===== config.mk =====
export PLATFORM = sky130hd
export DESIGN_NAME = rstp_ctrl
export DESIGN_NICKNAME = d
export VERILOG_FILES = /design/src/rtl/rstp_pkg.sv /design/src/rtl/rstp_edge_filter.sv /design/src/rtl/rstp_stretch.sv /design/src/rtl/rstp_ctrl.sv
export SDC_FILE = /design/constraint.sdc
export NUM_CORES = 1
export LEC_CHECK = 0
export BUFFER_PORTS_ARGS = -buffer_cell sky130_fd_sc_hd__buf_2
export CORE_ASPECT_RATIO = 1.25
export CORE_MARGIN = 2
export CORE_UTILIZATION = 40
export CTS_CLUSTER_DIAMETER = 100
export DETAILED_ROUTE_END_ITERATION = 6
export PLACE_DENSITY = 0.68
export SYNTH_ARGS = -nofsm -noshare
export SYNTH_HDL_FRONTEND = slang
export SYNTH_SLANG_ARGS = --single-unit

===== constraint.sdc =====
create_clock -name clk -period 2.75 [get_ports clk]
set_clock_uncertainty 0.1 [all_clocks]
set_input_delay 0.1375 -clock clk [delete_from_list [all_inputs] [get_ports clk]]
set_output_delay 0.1375 -clock clk [all_outputs]
set_load 0.1 [all_outputs]

===== src/rtl/rstp_pkg.sv =====
package rstp_pkg;

   // Which pad level means "reset requested"
   typedef enum logic {
      POL_ACT_HIGH = 1'b0,
      POL_ACT_LOW  = 1'b1
   } pin_pol_e;

   // Bits needed to hold the values 0..n
   function automatic int unsigned count_bits(input int unsigned n);
      return (n < 2) ? 1 : $clog2(n + 1);
   endfunction

endpackage


===== src/rtl/rstp_edge_filter.sv =====
module rstp_edge_filter #(
   parameter rstp_pkg::pin_pol_e POL     = rstp_pkg::POL_ACT_HIGH,
   parameter int unsigned        SAMPLES = 2
) (
   input  logic clk,
   input  logic clear,
   input  logic pin,
   output logic trig
);
   logic               act;
   logic [SAMPLES-1:0] hist;
   logic               filt;

   generate
      if (SAMPLES < 2) begin : g_bad_samples
         $error("rstp_edge_filter: SAMPLES must be at least 2");
      end
      if (POL == rstp_pkg::POL_ACT_HIGH) begin : g_act_high
         assign act = pin;
      end else begin : g_act_low
         assign act = ~pin;
      end
   endgenerate

   // The history only changes the filtered level when every sample agrees
   always_ff @(posedge clk) begin
      if (clear) begin
         hist <= '0;
         filt <= 1'b0;
      end else begin
         hist <= {hist[SAMPLES-2:0], act};
         if (&hist)
            filt <= 1'b1;
         else if (~|hist)
            filt <= 1'b0;
      end
   end

   // A request is the moment the filtered level is about to turn active
   assign trig = ~clear & ~filt & (&hist);

endmodule


===== src/rtl/rstp_stretch.sv =====
module rstp_stretch #(
   parameter int unsigned PULSE_TICKS = 1000
) (
   input  logic clk,
   input  logic supply_ok,
   input  logic load,
   input  logic tick_en,
   output logic active
);
   localparam int unsigned   CW   = rstp_pkg::count_bits(PULSE_TICKS);
   localparam logic [CW-1:0] FULL = CW'(PULSE_TICKS);
   localparam logic [CW-1:0] ONE  = CW'(1);

   logic [CW-1:0] cnt;

   generate
      if (PULSE_TICKS < 1) begin : g_bad_ticks
         $error("rstp_stretch: PULSE_TICKS must be at least 1");
      end
   endgenerate

   always_ff @(posedge clk) begin
      if (!supply_ok)
         cnt <= FULL;
      else if (load)
         cnt <= FULL;
      else if (tick_en && (cnt != '0))
         cnt <= cnt - ONE;
   end

   assign active = ~supply_ok | (cnt != '0);

endmodule


===== src/rtl/rstp_ctrl.sv =====
module rstp_ctrl #(
   parameter int unsigned PULSE_TICKS    = 1000,
   parameter int unsigned GLITCH_SAMPLES = 2
) (
   input  logic clk,
   input  logic tick_en,
   input  logic supply_ok,
   input  logic rst_pin_in,
   input  logic rstn_pin_in,
   input  logic wdog_expire,
   output logic rst_out,
   output logic rst_oe,
   output logic rstn_out,
   output logic rstn_oe
);
   logic active;
   logic trig_hi;
   logic trig_lo;
   logic load;

   // Read-back is masked while the block drives the pads
   rstp_edge_filter #(
      .POL     (rstp_pkg::POL_ACT_HIGH),
      .SAMPLES (GLITCH_SAMPLES)
   ) u_filt_hi (
      .clk   (clk),
      .clear (active),
      .pin   (rst_pin_in),
      .trig  (trig_hi)
   );

   rstp_edge_filter #(
      .POL     (rstp_pkg::POL_ACT_LOW),
      .SAMPLES (GLITCH_SAMPLES)
   ) u_filt_lo (
      .clk   (clk),
      .clear (active),
      .pin   (rstn_pin_in),
      .trig  (trig_lo)
   );

   assign load = trig_hi | trig_lo | wdog_expire;

   rstp_stretch #(
      .PULSE_TICKS (PULSE_TICKS)
   ) u_stretch (
      .clk       (clk),
      .supply_ok (supply_ok),
      .load      (load),
      .tick_en   (tick_en),
      .active    (active)
   );

   assign rst_out  = active;
   assign rst_oe   = active;
   assign rstn_out = ~active;
   assign rstn_oe  = active;

endmodule


==> run_results.csv <==
group,metric,value,unit
run_status,status,"completed",
layout,drive_gt1_share,24.0,%
sta,drv_slew,0,
synth,yosysSeqAreaShare,41.9,%
sta,rsz0062_at_grt,"false",
clocking,cts_max_level,1,
detailed_routing,ant_nets,0,
detailed_routing,vias,615,
sta,max_slew_margin,66.8,%
power_and_ir_drop,leakage,0.334,nW
critical_path,r2r-start,"u_stretch.cnt[0]$_SDFFE_PP0P_",
place,dp_cells,109,
grt,antenna_found_initial,0,
layout,area_growth,15.1,%
floorplanning,core,0.00179,mm²
clocking,numClockSinks,16,
critical_path,start_kind,"flip-flop",
place,place_ws,0.709,ns
clocking,cts_made_buffers,3,
critical_path,ff2ff_path_depth,4,
place,place_area,827,µm²
grt,overflow,0,
place,place_congestion,0.825,
clocking,cts_resized,0,
sta,fin_setup_tns,0,ns
floorplanning,chipHeight,52.9,µm
place,port-buffer-count,9,
critical_path,critPathMaxStageDelay,0.60,ns
synth,synth_seq_cells,16,
sta,finalHoldViolCount,0,
synth,syn_nets,93,
critical_path,path_delay_family,"simple AND/OR/NAND/NOR gates",
floorplanning,num_io_pins,10,
synth,avgSynthCellArea,9.21,µm²
detailed_routing,drc,0,
critical_path,cp_data_arrival_time,2.12,ns
critical_path,path_cells,"or4_1 > nor3_2 > nand2_2 > clkinvlp_4 > buf_2",
sta,tightest_slew,0.485,ns
sta,setup_viol,0,
critical_path,critPathBufInv,2,
detailed_routing,routedWlPerCell,12.1,µm
grt,grt_max_degree,9,
place,dp_hpwl,1.05,mm
power_and_ir_drop,power,388,µW
power_and_ir_drop,vdd_drop_max,248,µV
clocking,clk_latency,0.29,ns
critical_path,endpoint,"rstn_out",
clocking,root_buffer,"clkbuf_4",
synth,syn_area,764,µm²
critical_path,cp_slowest_cell,"or4_1",
floorplanning,die_width,43.1,µm
detailed_routing,vias_per_cell,5.35,
synth,ys_warn_count,0,
detailed_routing,drtIter0Drc,12,
min_path,hp-class,"in2reg",
sta,fin_crit,2.35,ns
layout,instances_no_fill,115,
critical_path,cp_num_cells,5,
clocking,path_clk_slew,0.08,ns
critical_path,timing.rr.end,"u_stretch.cnt[9]$_SDFFE_PP1P_",
layout,fin_nets,108,
critical_path,worstSetupPathType,"reg2out",
flow_run,drv_cap,0,
sta,setup_ws,0.395,ns
synth,synth_cell_types,28,
detailed_routing,drt_first_pass_iters,5,
clocking,cts_tree,"yes",
grt,grt_pass1_wl,2.33,mm
clocking,clock_path_buffers,2,
detailed_routing,routed_wl,1.39,mm
critical_path,cp.required,2.51,ns
critical_path,crit_fanout,7,
sta,finalCritPeriodShare,85.6,%
power_and_ir_drop,powerDensity,441,mW/mm²
grt,grt_pass1_vias,549,
floorplanning,row_count,17,
grt,grt_use_total,14.2,%
sta,clock.fmax,425,MHz
floorplanning,die-area,0.00228,mm²
synth,syn_inst,83,
floorplanning,initial_utilization,42.8,%
layout,antenna_cells_inserted,0,
layout,stdcell_area,880,µm²
critical_path,cp-startpoint,"u_stretch.cnt[3]$_SDFFE_PP1P_",
critical_path,reg2reg_slack,0.72,ns
critical_path,cp-end-kind,"output port",
==> power by group <==
| group | internal [mW] | total (mW) | switching (mW) |
|---|---|---|---|
| Sequential | 0.235 | 0.238 | 0.00278 |
| Combinational | 0.0153 | 0.0298 | 0.0145 |
| Clock | 0.0510 | 0.120 | 0.0694 |
==> sequential cells by signal, summed over array words and instances, names as in the netlist <==
signal          cells
u_filt_lo.filt      1
u_filt_hi.filt      1
u_stretch.cnt      10
u_filt_lo.hist      2
u_filt_hi.hist      2
==> through the flow <==
stage | hold WS [ns] | util (%)
CTS | 0.0447 | 49.2
floorplan | 0.110 | -
detailed placement | 0.197 | 46.3
global route | 0.0425 | 49.2
global placement | 0.195 | 46.3
finish | 0.0472 | 49.2
==> what timing repair did <==
item                      in CTS  in global routing
buffers inserted               0                  0
hold endpoints to repair       4                  0
hold buffers                   3                  0
==> kinds of logic (layout without fill, tap and decap cells) <==
kind of cell,after synthesis,count (layout),share of synthesized area (%)
muxes,2,2,2.62
xor gates and xnor gates,3,3,3.44
AOI/OAI and AO/OA,15,15,15.4
and+or+nand+nor,32,32,23.6
adders and majority gates,4,4,6.55
DFF,16,16,41.9
buffers and inverters,11,24,6.55
==> layer usage <==
| layer | track usage, % | part of all wire, % |
|---|---|---|
| met3 | 3.07 | 3.5 |
| met2 | 23.4 | 48 |
| met4 | 10.6 | 3.3 |
| met5 | 0 | 0 |
| met1 | 15.8 | 45 |
==> synthesized netlist by cell type <==
library cell	n	share of area, %
a2111oi_0	1	1.1
a211o_1	2	2.3
a211o_2	2	2.6
a211oi_1	3	2.9
a21oi_1	2	1.3
and3_1	3	2.5
buf_4	2	2.0
clkbuf_2	1	0.65
dfxtp_1	16	42
ha_1	4	6.5
inv_1	8	3.9
mux2i_1	2	2.6
nand2_1	6	2.9
nor2_1	7	3.4
nor2b_1	1	0.82
nor3_1	4	2.6
nor3_2	1	1.3
o211ai_1	1	0.98
o22ai_1	1	0.82
o31a_2	1	1.3
o31ai_1	2	2.0
or2_2	1	0.82
or2b_2	1	1.1
or3_1	4	3.3
or3_2	1	0.98
or4_1	2	2.0
or4b_4	1	1.8
xnor2_1	3	3.4
==> final cells by class <==
| type | instances | area [µm²] |
|---|---|---|
| clock buffers | 3 | 22.5 |
| fillers | 190 | 907 |
| inverters | 8 | 33.8 |
| multi-input cells | 56 | 397 |
| flip-flops and latches | 16 | 320 |
| well taps | 19 | 23.8 |
| repair buffers | 13 | 82.6 |
==> how the worst min path moves through the flow <==
stage | start | end | slack [ns] | depth (start not counted)
3_3_place_gp | rstn_pin_in | u_filt_lo.hist[0]$_SDFF_PP0_ | 0.19 | 2
6_report | supply_ok | u_filt_hi.hist[0]$_SDFF_PP0_ | 0.05 | 2
4_1_cts | supply_ok | u_filt_hi.hist[0]$_SDFF_PP0_ | 0.04 | 2
5_1_grt | supply_ok | u_filt_hi.hist[0]$_SDFF_PP0_ | 0.04 | 2
2_1_floorplan | rstn_pin_in | u_filt_lo.hist[0]$_SDFF_PP0_ | 0.11 | 1
3_5_place_dp | rstn_pin_in | u_filt_lo.hist[0]$_SDFF_PP0_ | 0.20 | 2
==> cells in the final DEF (no fill, tap or decap), types with 2 or more instances in the layout <==
cell,n
a211o_1,2
a211o_2,2
a211oi_1,3
a21oi_1,2
and3_1,3
buf_2,9
clkbuf_4,3
dfxtp_1,16
dlygate4sd3_1,3
ha_1,4
inv_1,7
mux2i_1,2
nand2_1,5
nor2_1,7
nor3_1,4
o31ai_1,2
or3_1,4
or4_1,2
xnor2_1,3
(Power assumes the default switching activity.)
